### src/rtl/bf_pkg.sv
package bf_pkg;

    localparam int NPATH  = 2;
    localparam int IDX_3P = 0;
    localparam int IDX_1P = 1;

    typedef enum logic [1:0] {
        WIN_IDLE = 2'd0,
        WIN_OPEN = 2'd1,
        WIN_LOCK = 2'd2
    } win_state_t;

    typedef struct packed {
        logic latched;
        logic expired;
    } path_stat_t;

    // Which detectors may enable a trip on a given path.
    function automatic logic path_supervised(input int idx, input logic fd_ph, input logic fd_nt);
        if (idx == IDX_3P) return fd_ph | fd_nt;
        return fd_ph;
    endfunction

endpackage

### src/rtl/bf_delay_path.sv
module bf_delay_path
    import bf_pkg::*;
#(
    parameter int TMR_W = 16
) (
    input  logic             clk,
    input  logic             rst,
    input  logic             tick,
    input  logic             req,
    input  logic             arm,
    input  logic             clear,
    input  logic [TMR_W-1:0] dly_set,
    output path_stat_t       stat
);

    logic             lat_q;
    logic [TMR_W-1:0] cnt_q;

    always_ff @(posedge clk) begin
        if (rst) begin
            lat_q <= 1'b0;
            cnt_q <= '0;
        end else if (tick) begin
            if (clear) begin
                lat_q <= 1'b0;
                cnt_q <= '0;
            end else if (!lat_q && arm && req) begin
                lat_q <= 1'b1;
                cnt_q <= '0;
            end else if (lat_q && (cnt_q < dly_set)) begin
                cnt_q <= cnt_q + 1'b1;
            end
        end
    end

    always_comb begin
        stat.latched = lat_q;
        stat.expired = (cnt_q >= dly_set);
    end

endmodule

### src/rtl/bf_window_ctrl.sv
module bf_window_ctrl
    import bf_pkg::*;
#(
    parameter int TMR_W = 16
) (
    input  logic             clk,
    input  logic             rst,
    input  logic             tick,
    input  logic             any_req,
    input  logic             trip_fire,
    input  logic [TMR_W-1:0] win_set,
    output logic             win_open,
    output logic             win_done,
    output logic             start,
    output logic             close
);

    win_state_t       st_q;
    logic [TMR_W-1:0] wcnt_q;

    assign win_open = (st_q == WIN_OPEN);
    assign win_done = win_open && (wcnt_q >= win_set);
    assign start    = tick && (st_q == WIN_IDLE) && any_req;
    assign close    = tick && win_open && (win_done || trip_fire);

    always_ff @(posedge clk) begin
        if (rst) begin
            st_q   <= WIN_IDLE;
            wcnt_q <= '0;
        end else if (tick) begin
            unique case (st_q)
                WIN_IDLE: begin
                    if (any_req) begin
                        st_q   <= WIN_OPEN;
                        wcnt_q <= '0;
                    end
                end
                WIN_OPEN: begin
                    if (win_done || trip_fire) begin
                        st_q   <= WIN_LOCK;
                        wcnt_q <= '0;
                    end else begin
                        wcnt_q <= wcnt_q + 1'b1;
                    end
                end
                WIN_LOCK: begin
                    if (!any_req) st_q <= WIN_IDLE;
                end
                default: st_q <= WIN_IDLE;
            endcase
        end
    end

endmodule

### src/rtl/bf_trip_latch.sv
module bf_trip_latch #(
    parameter int N_TRIP = 3
) (
    input  logic              clk,
    input  logic              rst,
    input  logic              tick,
    input  logic              fire,
    input  logic              fd_any,
    output logic [N_TRIP-1:0] trip
);

    // One register per output so each contact has its own driver.
    for (genvar g = 0; g < N_TRIP; g++) begin : g_out
        always_ff @(posedge clk) begin
            if (rst) begin
                trip[g] <= 1'b0;
            end else if (tick) begin
                if (fire)         trip[g] <= 1'b1;
                else if (!fd_any) trip[g] <= 1'b0;
            end
        end
    end

endmodule

### src/rtl/bf_timing_top.sv
module bf_timing_top
    import bf_pkg::*;
#(
    parameter int TMR_W     = 16,
    parameter int N_INIT_3P = 3,
    parameter int N_INIT_1P = 2,
    parameter int N_TRIP    = 3
) (
    input  logic                 clk,
    input  logic                 rst,
    input  logic                 tick_en,
    input  logic [N_INIT_3P-1:0] bfi_3p_i,
    input  logic [N_INIT_1P-1:0] bfi_1p_i,
    input  logic                 fd_phase_i,
    input  logic                 fd_neutral_i,
    input  logic [TMR_W-1:0]     dly_3p_i,
    input  logic [TMR_W-1:0]     dly_1p_i,
    input  logic [TMR_W-1:0]     win_i,
    output logic [N_TRIP-1:0]    trip_o,
    output logic                 set_err_o
);

    logic             path_req  [NPATH];
    logic [TMR_W-1:0] path_dly  [NPATH];
    path_stat_t       path_stat [NPATH];
    logic [NPATH-1:0] path_hit;

    logic any_req, win_open, win_done, start, close, arm, trip_fire, fd_any;

    assign path_req[IDX_3P] = |bfi_3p_i;
    assign path_req[IDX_1P] = |bfi_1p_i;
    assign path_dly[IDX_3P] = dly_3p_i;
    assign path_dly[IDX_1P] = dly_1p_i;

    assign any_req   = path_req[IDX_3P] | path_req[IDX_1P];
    assign fd_any    = fd_phase_i | fd_neutral_i;
    assign set_err_o = (win_i <= dly_3p_i) || (win_i <= dly_1p_i);
    assign arm       = start || (win_open && !win_done);

    bf_window_ctrl #(.TMR_W(TMR_W)) u_win (
        .clk       (clk),
        .rst       (rst),
        .tick      (tick_en),
        .any_req   (any_req),
        .trip_fire (trip_fire),
        .win_set   (win_i),
        .win_open  (win_open),
        .win_done  (win_done),
        .start     (start),
        .close     (close)
    );

    for (genvar p = 0; p < NPATH; p++) begin : g_path
        bf_delay_path #(.TMR_W(TMR_W)) u_path (
            .clk     (clk),
            .rst     (rst),
            .tick    (tick_en),
            .req     (path_req[p]),
            .arm     (arm),
            .clear   (close),
            .dly_set (path_dly[p]),
            .stat    (path_stat[p])
        );
        assign path_hit[p] = path_stat[p].latched && path_stat[p].expired
                             && path_supervised(p, fd_phase_i, fd_neutral_i);
    end

    assign trip_fire = tick_en && win_open && !win_done && !set_err_o && (|path_hit);

    bf_trip_latch #(.N_TRIP(N_TRIP)) u_trip (
        .clk    (clk),
        .rst    (rst),
        .tick   (tick_en),
        .fire   (trip_fire),
        .fd_any (fd_any),
        .trip   (trip_o)
    );

endmodule

### config.mk
export PLATFORM = sky130hd
export DESIGN_NAME = bf_timing_top
export DESIGN_NICKNAME = d
export VERILOG_FILES = /design/src/rtl/bf_pkg.sv /design/src/rtl/bf_delay_path.sv /design/src/rtl/bf_window_ctrl.sv /design/src/rtl/bf_trip_latch.sv /design/src/rtl/bf_timing_top.sv
export SDC_FILE = /design/constraint.sdc
export NUM_CORES = 1
export LEC_CHECK = 0
export BUFFER_PORTS_ARGS = -buffer_cell sky130_fd_sc_hd__buf_2
export CELL_PAD_IN_SITES_DETAIL_PLACEMENT = 0
export CELL_PAD_IN_SITES_GLOBAL_PLACEMENT = 1
export CORE_ASPECT_RATIO = 2
export CORE_MARGIN = 3
export CORE_UTILIZATION = 45
export CTS_BUF_LIST = sky130_fd_sc_hd__clkbuf_8
export CTS_CLUSTER_SIZE = 12
export DETAILED_ROUTE_END_ITERATION = 12
export MAX_ROUTING_LAYER = met4
export PLACE_DENSITY_LB_ADDON = 0.1
export RECOVER_POWER = 50
export SKIP_LAST_GASP = 1
export SYNTH_ARGS = -nofsm -noshare
export SYNTH_HDL_FRONTEND = slang
export SYNTH_SLANG_ARGS = --single-unit
### constraint.sdc
create_clock -name clk -period 3.5 [get_ports clk]
set_input_delay 0.35 -clock clk [delete_from_list [all_inputs] [get_ports clk]]
set_output_delay 0.35 -clock clk [all_outputs]
set_load 0.005 [all_outputs]
=== Word level (Yosys, flattened, before mapping) ===
Cells that the tools add are included.

* Register bits: 53
* Bits of input ports: 58
* Output and inout port bits: 4
* Logic and storage cells: 86

* $add $sub $neg: 3
* Order comparisons: 7
* Eq/ne operators: 6
* Mux-type cells: 19
* Bitwise operators: 2
* Reduce and logical (&&, ||, !) cells: 42

{| class="wikitable"
|+ Operators by type and width
! kind !! count
|-
| $mux 16 || 8
|-
| $add 16x1->16 const B || 3
|-
| $ge 16x16->1 || 3
|-
| $le 16x16->1 || 2
|-
| $lt 16x16->1 || 2
|-
| $pmux 16 s2 || 1
|-
| $logic_and 1x1->1 || 19
|-
| $reduce_and 2->1 || 5
|-
| $mux 1 || 6
|-
| $mux 2 || 3
|-
| $ne 2x2->1 const B || 3
|-
| $pmux 2 s3 || 1
|-
| $reduce_bool 2->1 || 3
|-
| $reduce_bool 3->1 || 2
|-
| $logic_not 1->1 || 4
|-
| $reduce_and 4->1 || 1
|-
| $reduce_or 2->1 || 2
|-
| $logic_or 1x1->1 || 3
|-
| $reduce_and 3->1 || 1
|-
| $reduce_or 3->1 || 1
|-
| $eq 2x1->1 const B || 1
|-
| $eq 2x2->1 const B || 1
|-
| $logic_not 2->1 || 1
|-
| $ne 2x1->1 const B || 1
|-
| $or 1x1->1 || 2
|}

=== Logic depth before layout (Yosys ltp) ===
* Word-level depth: 10
* Gate-level depth with buffers: 13
* Gate-level depth less buffers: 10

=== Modules after synthesis ===
Synthesis repeated with hierarchy kept, for this count alone.

* Cell total of the unflattened synthesis: 638
* Area total of the unflattened synthesis: 4,974.8 um^2

{| class="wikitable"
|+ Modules (own cells, without submodules)
! module !! instances !! cells an instance !! area each (um^2) !! seq. area each (um^2)
|-
| bf_delay_path || 2 || 171 || 1,305.0 || 340.3
|-
| bf_window_ctrl || 1 || 166 || 1,410.1 || 360.3
|-
| bf_timing_top || 1 || 123 || 883.3 || 0.0
|-
| bf_trip_latch || 1 || 7 || 71.3 || 20.0
|}

=== Worst setup path after synthesis ===
Ideal clock, no wire load.

* Kind: input-to-reg
* From: in dly_1p_i[13]
* To: reg g_path[0].u_path.cnt_q[3]
* Setup time: 0.059 ns
* Data arrival time: 2.524 ns
* Data required time: 3.441 ns
* Slack: 0.917 ns
* Stages on the path: 11
* Path buffers: 1
* Cells stage by stage: inv_1 ha_1 a21o_1 a21o_1 a221o_1 o31a_1 o211a_4 o41a_1 buf_6 o32ai_1 a22o_1

* Longest elaborated chain between the ends: 9
* Elaborated cells between the ends (all ways): 14
* Those cells by class: 2 x order compare; 1 x mux; 11 x reduce/logical

{| class="wikitable"
|+ Ends and longest elaborated chain
! element !! RTL line !! text
|-
| start: declaration || bf_timing_top.sv:17 || <nowiki>input logic [TMR_W-1:0] dly_1p_i,</nowiki>
|-
| $ge 16x16->1 or $le 16x16->1 (tied branches) || bf_delay_path.sv:38, bf_timing_top.sv:37 ||
|-
| $logic_and 1x1->1 or $logic_or 1x1->1 (tied branches) || bf_timing_top.sv:64, bf_timing_top.sv:37 ||
|-
| $logic_and 1x1->1 or $logic_not 1->1 (tied branches) || bf_timing_top.sv:65, bf_timing_top.sv:68 ||
|-
| $reduce_or 2->1 or $logic_and 1x1->1 (tied branches) || bf_timing_top.sv:68 || <nowiki>assign trip_fire = tick_en && win_open && !win_done && !set_err_o && (|path_hit);</nowiki>
|-
| $logic_and 1x1->1 * || bf_timing_top.sv:68 ||
|-
| $logic_or 1x1->1 * || bf_window_ctrl.sv:24 || <nowiki>assign close = tick && win_open && (win_done || trip_fire);</nowiki>
|-
| $logic_and 1x1->1 * || bf_window_ctrl.sv:24 ||
|-
| $reduce_bool 3->1 (no line) || n/a ||
|-
| $reduce_and 2->1 (no line) || n/a ||
|-
| end signal: assignment || bf_delay_path.sv:31 || <nowiki>cnt_q <= cnt_q + 1'b1;</nowiki>
|-
| end: declaration || bf_delay_path.sv:17 || <nowiki>logic [TMR_W-1:0] cnt_q;</nowiki>
|}

Mark *: on every way between the ends. The rest lies on a longest branch, timed or not.
A chain may end at the register's enable or synchronous reset.

=== Worst setup path after layout ===
* From: reg u_win.wcnt_q[0]
* To: reg g_path[0].u_path.cnt_q[5]

* Longest elaborated chain between the ends: 10
* Elaborated cells between the ends (all ways): 16
* Those cells by class: 1 x order compare; 2 x mux; 13 x reduce/logical

{| class="wikitable"
|+ Ends and longest elaborated chain
! element !! RTL line !! text
|-
| start: declaration || bf_window_ctrl.sv:19 || <nowiki>logic [TMR_W-1:0] wcnt_q;</nowiki>
|-
| start signal: assignment || bf_window_ctrl.sv:43 || <nowiki>wcnt_q <= wcnt_q + 1'b1;</nowiki>
|-
| $ge 16x16->1 * || bf_window_ctrl.sv:22 || <nowiki>assign win_done = win_open && (wcnt_q >= win_set);</nowiki>
|-
| $logic_and 1x1->1 * || bf_window_ctrl.sv:22 ||
|-
| $logic_not 1->1 || bf_timing_top.sv:38, bf_timing_top.sv:68 ||
|-
| $logic_and 1x1->1 (3 in series) || bf_timing_top.sv:68 ||
|-
| $logic_or 1x1->1 || bf_window_ctrl.sv:24 ||
|-
| $logic_and 1x1->1 || bf_window_ctrl.sv:24 ||
|-
| $reduce_bool 3->1 (no line) || n/a ||
|-
| $reduce_and 2->1 (no line) || n/a ||
|}

Marked as above.

==> impl_results.md <==
* Run status: complete, no violations
* Critical path arrival at 3.37 ns
* Via-to-Cell Ratio at 5.844
* Net switching power at 0.4282 mW
* Rel. slew slack at 0.5624
* Dominant synthesized flop cell: dfxtp_1
* Worst endpoint required time at 3.74 ns
* Clk Latency, worst-skew pair at 0.34 ns
* Tmin final at 3.126 ns
* Worst-Margin Slew at around 0.66 ns
* Non-Filler Instances at 789
* Critical path launch point: u_win.wcnt_q[0]$_SDFFE_PP0P_
* IO Port Bufs at 61
* Layout cell share with drive strength beyond 1 at 0.1309
* Synth area leader: dfxtp_1
* Launching point of the worst reg2reg path: u_win.wcnt_q[0]$_SDFFE_PP0P_
* Starting DRT DRC Count at between 150 and 200
* Worst Hold Class: input port to flop
* Sequential area share after synthesis at 0.2280
* Post_cts resized at 0
* Fin crit share at 0.8931
* GR peak layer: met2
* Net total in the final layout at 797
* FP Rows at 51
* First-pass GRT wire length at about 23000 um
* Initial antenna violation count at 0
* Count leader, synth: ha_1
* Slew Viols, Final at 0
* Starting density of the core at 0.4705
* GRT Util Overall at 0.2542
* Via count at 4611
* Setup TNS at 0 ns
* Flop-to-flop setup slack at 0.37 ns
* Unrepaired setup endpoints after global routing: no
* Clock sinks at 53
* Final ANT Viol Nets at 0
* Net Count, Synth at 731
* Startpoint class of the critical path: flop
* Max incr delay on CP at 0.59 ns
* Fmax achieved at 319.9 MHz
* Hold path start: tick_en
* CTS H-tree lvls at 2
* Largest net degree at the start of global routing at 20
* Post-Syn Area at 4653 sq um
* Die Span Y at about 150 um
* Endpoints failing hold at 0
* Cts-stage hold buffer count at 0
* Final setup vio count at 0
* Placed Cells at 781
* Switching Share at 0.3311
* Number of global-route vias before repair at between 4000 and 5000
* Drt drc at 0
* Synth Instances at 590
* Share of power burned in registers at 0.476
* Clock transition at path regs at 0.12 ns
* Max_cap viols at 0
* YS warnings at 0
* GR met3 Demand/Resource at 0.02651
* Routability-driven placement congestion ratio at 0.8601
* Antenna Cells at 0
* Util after Layout at 0.5278
* Global route overflow at 0
* Worst-path cell chain: inv_1 > ha_1 > nor2b_1 > o21ai_1 > a31oi_1 > o41ai_2 > clkbuf_1 > o41a_1 > o32ai_1 > a22o_1
* Ys async rst share at 0
* Leakage power at around 2.5 nW
* Avg Synthesized Cell Area at 7.887 sq um
* Core area at slightly below 10000 sq um
* Reg2Reg Depth at 10
* Commonest cells in the netlist: ha_1, nand2_1, inv_1, dfxtp_1, nor2_1
* Synth Register Bits at 53
* Clock share of power at 0.303
* Reg area at 1061 sq um
* CTS tree: done
* Combinational power share at 0.221
* Skew final at 0.01546 ns
* CP max stage cell: o41ai_2
* Overall die width at 77.91 um
* Synth top area cells: dfxtp_1, ha_1, nand2_1
* Post-CTS Setup Repair Bufs at 0
* Hold Slack at 0.3839 ns
* Routed WL at 14170 um
* Crit. End Element: flop
* # IOs at 62
* Power Dens Cells at roughly 250 nW/um^2
* Kind of critical path: flop to flop
* CTS buffer count at 5
* Final HPWL DP at 11870 um
* Pre-antenna DRT Iters at 5
* Routed wire length per instance at 17.96 um
* CP Max Fanout at 9
* Hold depth at 3
* M2 GR Usage at 0.4661
* Max clock buf depth at 2
* Die area at 11670 sq um
* Multi-input logic area at 3307 sq um
* Post-synth top area share at 0.2280
* EDFF count, synth at 0
* Met1 GRT Util at 0.2653
* Worst ir drop on vdd at ~0.19 mV
* Pint at 0.8650 mW
* CTS Root Cell: clkbuf_8
* Yosys cell types at 58
* Area Growth Syn to Fin at 12.18%
* Fillers at 1033
==> layer usage <==
layer | share of wire | up-vias
met5 | 0 | -
met4 | 0.048 | 0
met3 | 0.031 | 40
met2 | 0.54 | 129
met1 | 0.38 | 2157
li1 | - | 2285
==> final timing paths <==
kind	endpoint
worst min register to register	g_path[0].u_path.lat_q$_SDFFE_PP0P_
worst max-delay path	g_path[0].u_path.cnt_q[5]$_SDFFE_PP0P_
worst min-delay path	g_path[0].u_path.lat_q$_SDFFE_PP0P_
worst max register to register	g_path[0].u_path.cnt_q[5]$_SDFFE_PP0P_
==> power by group through the flow <==
stage / registers, mW / logic, mW / clock network, mW
2_1_floorplan: 0.627 / 0.178 / 0
3_3_place_gp: 0.629 / 0.277 / 0
3_5_place_dp: 0.629 / 0.286 / 0
4_1_cts: 0.616 / 0.288 / 0.403
5_1_grt: 0.617 / 0.322 / 0.414
6_report: 0.616 / 0.286 / 0.391
==> cells in the final DEF, fill, tap and decap left out, types with 3 or more instances in the layout <==
| master | n |
|---|---|
| and2_1 | 3 |
| o32ai_1 | 6 |
| or2_2 | 5 |
| a221o_1 | 9 |
| nand2b_1 | 5 |
| and3_1 | 5 |
| or3_1 | 8 |
| ha_1 | 83 |
| buf_2 | 59 |
| inv_1 | 58 |
| xor2_1 | 10 |
| a211oi_1 | 12 |
| a22oi_1 | 5 |
| a21oi_1 | 39 |
| nand2_1 | 60 |
| nand3_1 | 24 |
| a22o_1 | 9 |
| a31oi_1 | 8 |
| and4_1 | 4 |
| nor4_1 | 7 |
| nor2b_1 | 7 |
| o21bai_1 | 3 |
| xnor2_1 | 8 |
| o21ai_0 | 20 |
| a21o_1 | 13 |
| dfxtp_1 | 53 |
| nor3_1 | 12 |
| buf_4 | 7 |
| clkbuf_1 | 6 |
| nor2_1 | 51 |
| nand4_1 | 16 |
| clkbuf_8 | 5 |
==> worst max-delay path: cells and delay by family (launching register included) <==
| family | cells | cell delay, ns |
|---|---|---|
| AO/OA/AOI/OAI | 6 | 1.88 |
| adder cells (fa/ha/maj) | 1 | 0.28 |
| buffers and inverters | 2 | 0.38 |
| flip-flops | 1 | 0.45 |
| AND/OR/NAND/NOR | 1 | 0.04 |
==> through the flow <==
| stage | power [mW] | worst slack (ns) | cell area, sq um |
|---|---|---|---|
| floorplan | 0.8052 | 0.9166 | 4653 |
| global placement | 0.9066 | 0.3388 | 5146 |
| detailed placement | 0.9150 | 0.3048 | 5146 |
| CTS | 1.306 | 0.4431 | 5240 |
| global route | 1.353 | 0.09936 | 5220 |
| finish | 1.293 | 0.3743 | 5220 |
==> flip-flops by register name, summed over array words and instances, names as in the netlist <==
signal and count:
u_trip.trip 1, g_path.u_path.lat_q 2, g_path.u_path.cnt_q 32, u_win.st_q 2, u_win.wcnt_q 16
==> cell type report <==
cell class	instances	share of cell area
Multi-Input combinational cell	465	0.6335
Timing Repair Buffer	73	0.07191
Inverter	58	0.04171
Clock buffer	5	0.01318
Clock inverter	3	0.004794
Sequential cell	53	0.2033
Tap cell	132	0.03164
==> cell families after synthesis <==
logic type               Yosys count  synth area share
AO/OA/AOI/OAI                    144            0.2130
XOR/XNOR                          18           0.03388
adder cells (fa/ha/maj)           83            0.2232
buffers and inverters             72           0.06292
flip-flops                        53            0.2280
multiplexers                       1          0.002420
AND/OR/NAND/NOR                  219            0.2366
Power figures use the tool's default switching activity.
